<file path="src/rtl/acc_and_pkg.sv">
package acc_and_pkg;
  localparam int DATA_W   = 8;
  localparam int NUM_GPR  = 6;
  localparam int SEL_W    = 3;
  localparam int REG_CYC  = 4;
  localparam int LONG_CYC = 8;
  localparam int CYC_W    = $clog2(LONG_CYC + 1);

  localparam logic [SEL_W-1:0] SEL_ACC = 3'd7;

  localparam int FLG_Z = 7;
  localparam int FLG_N = 6;
  localparam int FLG_H = 5;
  localparam int FLG_C = 4;

  typedef enum logic [1:0] {
    OPK_REG = 2'd0,
    OPK_MEM = 2'd1,
    OPK_IMM = 2'd2
  } op_kind_e;

  typedef enum logic [1:0] {
    ST_IDLE = 2'd0,
    ST_WAIT = 2'd1,
    ST_RUN  = 2'd2
  } seq_state_e;
endpackage

</file>
<file path="src/rtl/acc_and_decode.sv">
module acc_and_decode
  import acc_and_pkg::*;
#(
  parameter int DW     = 8,
  parameter int CW     = 4,
  parameter int SHORT  = 4,
  parameter int LONG   = 8
) (
  input  logic [DW-1:0]    opcode,
  output logic             known,
  output op_kind_e         kind,
  output logic [SEL_W-1:0] sel,
  output logic [1:0]       len,
  output logic [CW-1:0]    cyc
);
  localparam logic [DW-1:0] OPC_IMM = 8'hE6;
  localparam logic [4:0]    GRP_HI  = 5'b10100;

  logic in_group;

  always_comb begin
    in_group = (opcode[DW-1:3] == GRP_HI);
    known    = in_group || (opcode == OPC_IMM);
    sel      = opcode[2:0];
    kind     = OPK_REG;
    len      = 2'd1;
    cyc      = CW'(SHORT);
    if (opcode == OPC_IMM) begin
      kind = OPK_IMM;
      len  = 2'd2;
      cyc  = CW'(LONG);
      sel  = SEL_ACC;
    end else if (in_group && opcode[2:0] == 3'd6) begin
      kind = OPK_MEM;
      cyc  = CW'(LONG);
    end
  end
endmodule

</file>
<file path="src/rtl/acc_and_opmux.sv">
module acc_and_opmux
  import acc_and_pkg::*;
#(
  parameter int DW   = 8,
  parameter int NREG = 6
) (
  input  logic [NREG*DW-1:0] regs,
  input  logic [DW-1:0]      acc_val,
  input  logic [SEL_W-1:0]   sel,
  output logic [DW-1:0]      operand
);
  logic [DW-1:0] masked [NREG];

  genvar gi;
  generate
    for (gi = 0; gi < NREG; gi++) begin : g_pick
      assign masked[gi] = (sel == SEL_W'(gi)) ? regs[gi*DW +: DW] : '0;
    end
  endgenerate

  always_comb begin
    operand = '0;
    for (int i = 0; i < NREG; i++) operand = operand | masked[i];
    if (sel == SEL_ACC) operand = acc_val;
  end
endmodule

</file>
<file path="src/rtl/acc_and_alu.sv">
module acc_and_alu
  import acc_and_pkg::*;
#(
  parameter int DW = 8
) (
  input  logic [DW-1:0] lhs,
  input  logic [DW-1:0] rhs,
  output logic [DW-1:0] result,
  output logic [DW-1:0] flag_byte
);
  always_comb begin
    result           = lhs & rhs;
    flag_byte        = '0;
    flag_byte[FLG_Z] = (result == '0);
    flag_byte[FLG_N] = 1'b0;
    flag_byte[FLG_H] = 1'b1;
    flag_byte[FLG_C] = 1'b0;
  end
endmodule

</file>
<file path="src/rtl/acc_and_seq.sv">
module acc_and_seq
  import acc_and_pkg::*;
#(
  parameter int CW = 4
) (
  input  logic          clk,
  input  logic          rst_n,
  input  logic          start,
  input  logic          need_ext,
  input  logic [CW-1:0] cyc_total,
  input  logic          ext_vld,
  output logic          busy,
  output logic          ext_req,
  output logic          ext_take,
  output logic          done
);
  seq_state_e    state_q, state_n;
  logic [CW-1:0] cnt_q, cnt_n;

  always_comb begin
    busy     = (state_q != ST_IDLE);
    ext_req  = (state_q == ST_WAIT);
    ext_take = ext_req && ext_vld;
    done     = (state_q == ST_RUN) && ((cnt_q + CW'(1)) == cyc_total);
    state_n  = state_q;
    cnt_n    = cnt_q;
    unique case (state_q)
      ST_IDLE: if (start) begin
        cnt_n   = CW'(1);
        state_n = need_ext ? ST_WAIT : ST_RUN;
      end
      ST_WAIT: if (ext_vld) begin
        cnt_n   = cnt_q + CW'(1);
        state_n = ST_RUN;
      end
      ST_RUN: if (done) begin
        cnt_n   = '0;
        state_n = ST_IDLE;
      end else begin
        cnt_n   = cnt_q + CW'(1);
      end
      default: begin
        state_n = ST_IDLE;
        cnt_n   = '0;
      end
    endcase
  end

  always_ff @(posedge clk or negedge rst_n) begin
    if (!rst_n) begin
      state_q <= ST_IDLE;
      cnt_q   <= '0;
    end else begin
      state_q <= state_n;
      cnt_q   <= cnt_n;
    end
  end

  assert_one_req_R2: assert property (@(posedge clk) disable iff (!rst_n)
    ext_take |=> !ext_req);
  assert_start_only_R9: assert property (@(posedge clk) disable iff (!rst_n)
    $rose(busy) |-> $past(start));
  assert_done_ends_R5: assert property (@(posedge clk) disable iff (!rst_n)
    done |=> !busy);
endmodule

</file>
<file path="src/rtl/acc_and_unit.sv">
module acc_and_unit
  import acc_and_pkg::*;
#(
  parameter int DW   = DATA_W,
  parameter int NREG = NUM_GPR
) (
  input  logic              clk,
  input  logic              rst_n,
  input  logic              ld_en,
  input  logic [DW-1:0]     ld_acc,
  input  logic [DW-1:0]     ld_flags,
  input  logic              op_valid,
  input  logic [DW-1:0]     op_code,
  input  logic [NREG*DW-1:0] gpr_bus,
  output logic              busy,
  output logic              unknown,
  output logic              done,
  output logic [1:0]        ins_len,
  output logic [CYC_W-1:0]  ins_cycles,
  output logic              mem_rd_req,
  output logic [2*DW-1:0]   mem_addr,
  input  logic              mem_rd_valid,
  input  logic [DW-1:0]     mem_rd_data,
  output logic              imm_req,
  input  logic              imm_valid,
  input  logic [DW-1:0]     imm_data,
  output logic [DW-1:0]     acc,
  output logic [DW-1:0]     flags
);
  localparam int AW    = 2 * DW;
  localparam int IDX_H = 4;
  localparam int IDX_L = 5;

  logic             dec_known;
  op_kind_e         dec_kind;
  logic [SEL_W-1:0] dec_sel;
  logic [1:0]       dec_len;
  logic [CYC_W-1:0] dec_cyc;
  logic [DW-1:0]    mux_opnd;
  logic [DW-1:0]    alu_res, alu_flags;

  logic             accept, start, ext_vld, ext_req, ext_take;
  logic             opnd_en, ld_take;

  op_kind_e         kind_q;
  logic [1:0]       len_q;
  logic [CYC_W-1:0] cyc_q;
  logic [AW-1:0]    addr_q;
  logic [DW-1:0]    opnd_q, opnd_n;
  logic [DW-1:0]    acc_q, acc_n;
  logic [DW-1:0]    flg_q, flg_n;
  logic             unk_q;

  acc_and_decode #(.DW(DW), .CW(CYC_W), .SHORT(REG_CYC), .LONG(LONG_CYC)) u_dec (
    .opcode(op_code), .known(dec_known), .kind(dec_kind), .sel(dec_sel),
    .len(dec_len), .cyc(dec_cyc)
  );

  acc_and_opmux #(.DW(DW), .NREG(NREG)) u_mux (
    .regs(gpr_bus), .acc_val(acc_q), .sel(dec_sel), .operand(mux_opnd)
  );

  acc_and_alu #(.DW(DW)) u_alu (
    .lhs(acc_q), .rhs(opnd_q), .result(alu_res), .flag_byte(alu_flags)
  );

  acc_and_seq #(.CW(CYC_W)) u_seq (
    .clk(clk), .rst_n(rst_n), .start(start), .need_ext(dec_kind != OPK_REG),
    .cyc_total(cyc_q), .ext_vld(ext_vld), .busy(busy), .ext_req(ext_req),
    .ext_take(ext_take), .done(done)
  );

  always_comb begin
    accept  = op_valid && !busy;
    start   = accept && dec_known;
    ld_take = ld_en && !op_valid && !busy;
    ext_vld = (kind_q == OPK_MEM) ? mem_rd_valid : imm_valid;
    opnd_en = (start && dec_kind == OPK_REG) || ext_take;
    opnd_n  = ext_take ? ((kind_q == OPK_MEM) ? mem_rd_data : imm_data) : mux_opnd;
    acc_n   = acc_q;
    flg_n   = flg_q;
    if (done) begin
      acc_n = alu_res;
      flg_n = alu_flags;
    end else if (ld_take) begin
      acc_n = ld_acc;
      flg_n = {ld_flags[DW-1:4], 4'h0};
    end
  end

  always_ff @(posedge clk or negedge rst_n) begin
    if (!rst_n) begin
      kind_q <= OPK_REG;
      len_q  <= '0;
      cyc_q  <= '0;
      addr_q <= '0;
      opnd_q <= '0;
      acc_q  <= '0;
      flg_q  <= '0;
      unk_q  <= 1'b0;
    end else begin
      unk_q <= accept && !dec_known;
      if (start) begin
        kind_q <= dec_kind;
        len_q  <= dec_len;
        cyc_q  <= dec_cyc;
        addr_q <= {gpr_bus[IDX_H*DW +: DW], gpr_bus[IDX_L*DW +: DW]};
      end
      if (opnd_en) opnd_q <= opnd_n;
      if (done || ld_take) begin
        acc_q <= acc_n;
        flg_q <= flg_n;
      end
    end
  end

  assign unknown    = unk_q;
  assign ins_len    = len_q;
  assign ins_cycles = cyc_q;
  assign mem_rd_req = ext_req && (kind_q == OPK_MEM);
  assign imm_req    = ext_req && (kind_q == OPK_IMM);
  assign mem_addr   = addr_q;
  assign acc        = acc_q;
  assign flags      = flg_q;

  assert_fixed_flags_R7: assert property (@(posedge clk) disable iff (!rst_n)
    done |=> (flags[FLG_N] == 1'b0 && flags[FLG_H] == 1'b1 && flags[FLG_C] == 1'b0));
  assert_zero_flag_R6: assert property (@(posedge clk) disable iff (!rst_n)
    done |=> (flags[FLG_Z] == (acc == '0)));
  assert_unknown_quiet_R8: assert property (@(posedge clk) disable iff (!rst_n)
    unknown |-> ($stable(acc) && $stable(flags) && !busy));
  assert_low_nibble_R10: assert property (@(posedge clk) disable iff (!rst_n)
    flags[3:0] == 4'h0);
endmodule

</file>
<file path="config.mk">
export PLATFORM = sky130hd
export DESIGN_NAME = acc_and_unit
export DESIGN_NICKNAME = d
export VERILOG_FILES = /design/src/rtl/acc_and_pkg.sv /design/src/rtl/acc_and_decode.sv /design/src/rtl/acc_and_opmux.sv /design/src/rtl/acc_and_alu.sv /design/src/rtl/acc_and_seq.sv /design/src/rtl/acc_and_unit.sv
export SDC_FILE = /design/constraint.sdc
export NUM_CORES = 1
export LEC_CHECK = 0
export BUFFER_PORTS_ARGS = -buffer_cell sky130_fd_sc_hd__buf_2
export CAP_MARGIN = 30
export CORE_UTILIZATION = 47
export CTS_BUF_LIST = sky130_fd_sc_hd__clkbuf_16
export CTS_CLUSTER_SIZE = 8
export DETAILED_ROUTE_END_ITERATION = 16
export GPL_TIMING_DRIVEN = 0
export MAX_ROUTING_LAYER = met4
export PLACE_DENSITY = 0.86
export SLEW_MARGIN = 25
export SYNTH_ARGS = -nofsm -noshare
export SYNTH_HDL_FRONTEND = slang
export SYNTH_SLANG_ARGS = --single-unit
</file>
<file path="constraint.sdc">
create_clock -name clk -period 2.36 [get_ports clk]
set_clock_uncertainty 0.2 [all_clocks]
set_input_delay 0.472 -clock clk [delete_from_list [all_inputs] [get_ports clk]]
set_output_delay 0.472 -clock clk [all_outputs]
set_load 0.05 [all_outputs]
</file>
Yosys cells after proc, flatten, opt, wreduce, memory -nomap -nowiden
Index checks and enable logic that the tools add are counted.
{"block": "op_classes", "order_cmp": 0, "shifts": 0, "muxes": 29, "eq_ne": 17, "mul": 0, "addsub": 1, "n_reduce_logical": 27, "bitwise_logic": 6, "div": 0}
{"cell": "two-way mux 8 bit", "n": 13}
{"cell": "bitwise OR 8 bit", "n": 5}
{"cell": "two-way mux 4 bit", "n": 5}
{"cell": "equality test 3 bit, second input constant", "n": 4}
{"cell": "two-way mux 2 bit", "n": 6}
{"cell": "one-hot mux 4 bit (3 select lines)", "n": 1}
{"cell": "logical AND 1 bit", "n": 11}
{"cell": "bitwise AND 8 bit", "n": 1}
{"cell": "equality test 8 bit, second input constant", "n": 1}
{"cell": "logical NOT 8 bit", "n": 1}
{"cell": "equality test 3 x 2 -> 1 bit, second input constant", "n": 2}
{"cell": "one-hot mux 2 bit (3 select lines)", "n": 1}
{"cell": "nonzero test 2 bit", "n": 3}
{"cell": "equality test 5 bit, second input constant", "n": 1}
{"cell": "adder 4 x 1 -> 4 bit, second input constant", "n": 1}
{"cell": "equality test 2 x 1 -> 1 bit, second input constant", "n": 2}
{"cell": "equality test 2 bit, second input constant", "n": 2}
{"cell": "equality test 4 bit", "n": 1}
{"cell": "logical NOT 2 bit", "n": 2}
{"cell": "inequality test 2 bit, second input constant", "n": 2}
{"cell": "AND reduction 2 bit", "n": 2}
{"cell": "equality test 3 x 1 -> 1 bit, second input constant", "n": 1}
{"cell": "logical NOT 1 bit", "n": 3}
{"cell": "logical NOT 3 bit", "n": 1}
{"cell": "5 further kinds", "n": 8}
{"block": "totals", "out_inout_bits": 43, "latchBits": 0, "ff_bits": 55, "elab_cells": 90, "n_memories": 0, "mem_bits_ro": 0, "ram_bits": 0, "input_bits": 94}

Logic depth before layout (Yosys ltp)
{"block": "depth", "ltp_word": 11, "ltp_mapped": 8, "depth_no_buf": 7}

Modules after synthesis
From an unflattened synthesis, not the netlist that was laid out.
{"block": "hier_totals", "cells_unflattened": 379, "hier_area_um2": 3540.9}
{"module": "acc_and_unit", "seq_area_each_um2": 1226.2, "cells_per_inst": 205, "area_each_um2": 2233.4, "n_inst": 1}
{"module": "acc_and_opmux", "seq_area_each_um2": 0.0, "cells_per_inst": 87, "area_each_um2": 599.3, "n_inst": 1}
{"module": "acc_and_seq", "seq_area_each_um2": 150.1, "cells_per_inst": 50, "area_each_um2": 450.4, "n_inst": 1}
{"module": "acc_and_alu", "seq_area_each_um2": 0.0, "cells_per_inst": 20, "area_each_um2": 145.1, "n_inst": 1}
{"module": "acc_and_decode", "seq_area_each_um2": 0.0, "cells_per_inst": 17, "area_each_um2": 112.6, "n_inst": 1}

Worst setup path after synthesis
OpenSTA, ideal clock, no wires.
{"block": "synth_path", "path_type": "register -> register", "startpoint": "register cyc_q[2] (netlist: ins_cycles[2])", "endpoint": "register acc_q[0] (netlist: acc[0])", "t_required_ns": 2.022, "setup_time_ns": 0.138, "t_arrival_ns": 2.196, "synth_period_minus_slack_ns": 2.534, "stages_incl_launch_ff": 8, "setup_slack_ns": -0.174, "path_buffers": 1, "cell_sequence": "dfrtp_1 xnor3_1 nand2_1 or3b_1 inv_1 or2_2 buf_4 o221ai_1"}
{"block": "synth_between", "elab_chain_cells": 4, "word_cells_on_any_way": 6, "cone_classes": "1 x eq/ne; 1 x mux; 4 x reduce/logical"}
{"element": "from (decl)", "line_no": "acc_and_unit.sv:47", "rtl": "logic [CYC_W-1:0] cyc_q;"}
{"element": "from (signal assigned)", "line_no": "acc_and_unit.sv:106", "rtl": "cyc_q <= dec_cyc;"}
{"element": "equality test 4 bit *", "line_no": "acc_and_seq.sv:24", "rtl": "done = (state_q == ST_RUN) && ((cnt_q + CW'(1)) == cyc_total);"}
{"element": "logical AND 1 bit *", "line_no": "acc_and_seq.sv:24"}
{"element": "via done", "line_no": "acc_and_unit.sv:17", "rtl": "output logic done,"}
{"element": "nonzero test 2 bit (no source line) or logical OR 1 bit (tied branches)"}
{"element": "AND reduction 2 bit (no source line)"}
{"element": "to (signal assigned)", "line_no": "acc_and_unit.sv:111", "rtl": "acc_q <= acc_n;"}
{"element": "to (decl)", "line_no": "acc_and_unit.sv:50", "rtl": "logic [DW-1:0] acc_q, acc_n;"}
The timed path passes the listed nets; every way through them passes the cells marked *.
A chain may end at the register's enable or synchronous reset.

Final worst setup path
{"block": "layout_path", "startpoint": "register u_seq.cnt_q[1]", "endpoint": "output done"}
{"block": "layout_between", "elab_chain_cells": 3}
{"element": "from (decl)", "line_no": "acc_and_seq.sv:18", "rtl": "logic [CW-1:0] cnt_q, cnt_n;"}
{"element": "from (signal assigned)", "line_no": "acc_and_seq.sv:55", "rtl": "cnt_q <= cnt_n;"}
{"element": "adder 4 x 1 -> 4 bit", "line_no": "acc_and_seq.sv:24"}
{"element": "equality test 4 bit", "line_no": "acc_and_seq.sv:24"}
{"element": "logical AND 1 bit", "line_no": "acc_and_seq.sv:24"}
{"element": "to (decl)", "line_no": "acc_and_unit.sv:17"}
No other way between the ends.

==> flow_summary_export.csv <==
group,metric,value,unit
setup_path,cp_cell_sequence,"ha_2, xnor3_1, nand2_1, or3b_4, clkinvlp_4, buf_8",
setup_path,ff2ff_path_depth,5,
cells_and_area,fin_cells,532,
synth,synth_top_area_share,42.44,%
clock_tree,clockRootBuffer,"clkbuf_16",
cells_and_area,fillers,472,
detailed_routing,wl,8735,um
run_status,status,"finished, violations left",
power_and_ir_drop,p_switching,1.638,mW
place,placed_cells,520,
clock_tree,htree_levels,2,
die,die_w,79.60,um
synth,syn-instance-count,319,
run,cap_violations,0,
setup_path,start_kind,"flip-flop",
detailed_routing,via_count,2947,
detailed_routing,wire_per_inst,16.42,um
place,hpwl,6526,um
die,coreArea,0.005642,mm^2
setup_path,worstReg2RegEnd,"opnd_q[6]$_DFFE_PN0P_",
clock_tree,cts_tree,"yes",
clock_tree,cts.clk_slew.worst_paths,60,ps
global_routing,grt_max_degree,49,
timing,max_slew_margin,54.51,%
timing,setup_ws,-94.19,ps
power_and_ir_drop,p_int,1.999,mW
timing,hold_viol,0,
timing,worst_pin_slew,682.4,ps
setup_path,r2r-start,"kind_q[0]$_DFFE_PN0P_",
power_and_ir_drop,pwr-share-clk,18.5,%
cells_and_area,antenna_cells,0,
synth,synthAdderAreaFrac,0.8842,%
place,gp_congestion,0.9010,
synth,synthTopCellsByArea,"dfrtp_1, nand2_1, mux2i_1",
clock_tree,clock_sinks,48,
cells_and_area,nets,555,
die,die_area,0.006336,mm^2
global_routing,grt_overflow,0,
detailed_routing,drc,0,
clock_tree,hold_buffers,0,
timing,fin_crit_sh,104.0,%
detailed_routing,drtIter0Drc,186,
detailed_routing,antenna_left,0,
setup_path,worstSetupPathType,"flip-flop to output port",
synth,synthSimpleGateAreaFrac,21.44,%
synth,synth_top_flop_cell,"dfrtp_1",
setup_path,required,1690,ps
die,rows,27,
global_routing,grt_pass1_vias,2832,
power_and_ir_drop,p_sw_share,45.05,%
power_and_ir_drop,combinationalPowerShare,46.3,%
clock_tree,cts_buffers,5,
die,num_io_pins,137,
synth,synth_xor_area_share,1.724,%
cells_and_area,syn_to_final_growth,33.78,%
synth,synth-seq-area-share,42.44,%
run_status,violations,"setup timing",
power_and_ir_drop,p_leak,1.984,nW
clock_tree,clock_path_buffers,2,
die,initial_utilization,50.17,%
timing,min_period,2454,ps
setup_path,endpoint_kind,"output port",
clock_tree,clkLatencyLatePin,280,ps
power_and_ir_drop,vdd_ir_drop_max,0.6717,mV
detailed_routing,dr.pass1.iters,4,
setup_path,slowest_stage,"dfrtp_1",
global_routing,grt_pass1_wl,13620,um
global_routing,grtUsageTotal,29.14,%
place,place_area,0.003580,mm^2
setup_path,reg2reg_slack,90,ps
place,port-buffer-count,124,
synth,synth_compound_area_share,18.30,%
synth,synthesis.area,0.002830,mm^2
global_routing,antenna_found_initial,0,
synth,muxShareOfSynthArea,8.532,%
setup_path,crit_path_max_fanout,3,
synth,ys_async_sr_fraction,100.0,%
timing,rsz0062_at_grt,"true",
synth,yosysUniqueCellTypes,52,
synth,synth_top_family_by_area,"simple AND/OR/NAND/NOR gates",
synth,yosysWarningCount,0,
power_and_ir_drop,p_per_area,960.6,mW/mm^2
timing,final_max_slew_viol_count,0,
synth,synth-seq-cells,48,
cells_and_area,drive_gt1_share,36.52,%
die,die_h,79.60,um
cells_and_area,layout.cell_area.non_filler,0.003786,mm^2
detailed_routing,via_per_inst,5.539,
setup_path,cp.arrival,1780,ps
power_and_ir_drop,power_frac_seq,35.2,%
synth,avgSynthCellArea,8.872,um^2
timing,fmax,0.4075,GHz
synth,synth_area_leader_cell,"dfrtp_1",
min_path,hp-class,"primary input to async pin",
cells_and_area,final_util,67.11,%
synth,synth_edf_count,0,
setup_path,cp_slowest_stage_delay,390,ps
timing,setup_violations,1,
-- what timing repair did --
action / 4_1_cts / 5_1_grt
pin swaps: 1 / 0
buffers inserted: 4 / 0
gates resized for setup: 8 / 3
endpoints found under the setup margin: 2 / 2
-- synth_stat cells (2+ instances only) --
master / number
nor3b_1: 2
inv_1: 12
o31ai_1: 3
nand3b_1: 2
nor2b_1: 7
mux2_2: 3
a21o_1: 3
a221o_1: 2
a211oi_1: 5
dfrtp_1: 48
nand2b_1: 5
nand2_1: 81
ha_1: 2
o2111ai_1: 3
nand3_1: 6
nor2_1: 18
o2bb2ai_1: 5
buf_2: 7
buf_1: 3
xnor2_1: 2
a22o_1: 6
a2111oi_0: 2
a22oi_1: 7
clkbuf_1: 6
mux2i_1: 17
buf_4: 8
a21oi_1: 15
or2_2: 2
nand4_1: 2
and3_1: 3
o221ai_1: 8
o22ai_1: 4
-- power by group through the flow --
| stage | clock network (mW) | registers, mW | logic, mW |
|---|---|---|---|
| finish | 0.673 | 1.28 | 1.68 |
| detailed placement | 0 | 1.30 | 1.60 |
| CTS | 0.681 | 1.27 | 1.66 |
| floorplan | 0 | 1.88 | 0.570 |
| global route | 0.732 | 1.31 | 1.80 |
| global placement | 0 | 1.29 | 1.56 |
-- flip-flops by register name (all words and copies together), names as in the netlist --
name,cells
ins_len,1
ins_cycles,2
u_seq.state_q,2
acc,8
unknown,1
flags,4
u_seq.cnt_q,4
opnd_q,8
mem_addr,16
kind_q,2
-- layout make-up --
class                           count  area [um^2]  area share, %
Tap cell                           72        90.09          2.379
Multi-Input combinational cell    239         1504          39.72
Buffer                             25        141.4          3.734
Clock buffer                        5        125.1          3.305
Sequential cell                    48         1202          31.76
Inverter                           12        48.80          1.289
Clock inverter                      3        11.26         0.2974
Timing Repair Buffer              128        663.1          17.51
-- worst max path at each step --
stage | from | end | slack, ps | cells past startpoint
finish | u_seq.cnt_q[1]$_DFFE_PN0P_ | done | -90 | 6
floorplan | ins_cycles[2]$_DFFE_PN0P_ | acc[6]$_DFFE_PN0P_ | 4 | 7
global placement | u_seq.cnt_q[0]$_DFFE_PN0P_ | done | 3 | 6
detailed placement | u_seq.cnt_q[0]$_DFFE_PN0P_ | done | -30 | 6
global route | u_seq.cnt_q[1]$_DFFE_PN0P_ | done | -150 | 6
CTS | u_seq.cnt_q[0]$_DFFE_PN0P_ | done | -80 | 6
-- critical path: cells and delay by family (launching register included) --
family,cells,cell delay [ps]
xor+xnor,1,200
fa+ha+maj,1,210
buf+inv,2,240
flops,1,390
simple gates,2,460
-- metal layers --
layer	GRT usage (%)	routed length, um	vias up
li1	-	-	1394
met1	36.41	3667	1400
met2	47.95	4265	143
met3	6.057	715	10
met4	7.818	87	0
met5	-	0	-
-- per-stage QoR --
stage	hold slack, ps	power, mW	setup slack (ps)	setup TNS (ps)
floorplan	-23.59	2.451	4.098	0
global placement	255.0	2.848	3.321	0
detailed placement	257.3	2.898	-34.63	-34.63
CTS	35.16	3.618	-79.24	-79.24
global route	52.41	3.841	-145.4	-145.4
finish	3.465	3.637	-94.19	-94.19
-- cells by family after synthesis --
logic type,Yosys count
flip-flops,48
buffers and inverters,37
adder cells (fa/ha/maj),2
AO/OA/AOI/OAI,70
AND/OR/NAND/NOR,135
multiplexers,22
XOR/XNOR,4
other,1
-- cell usage in the layout (no fill, tap or decap), types with 6 or more instances in the layout --
| cell | count |
|---|---|
| a21oi_1 | 15 |
| a22o_1 | 6 |
| a22oi_1 | 7 |
| buf_2 | 129 |
| buf_4 | 13 |
| conb_1 | 6 |
| dfrtp_1 | 47 |
| inv_1 | 12 |
| mux2i_1 | 16 |
| nand2_1 | 81 |
| nor2_1 | 17 |
| nor2b_1 | 7 |
| o221ai_1 | 8 |
(Power assumes the default switching activity.)
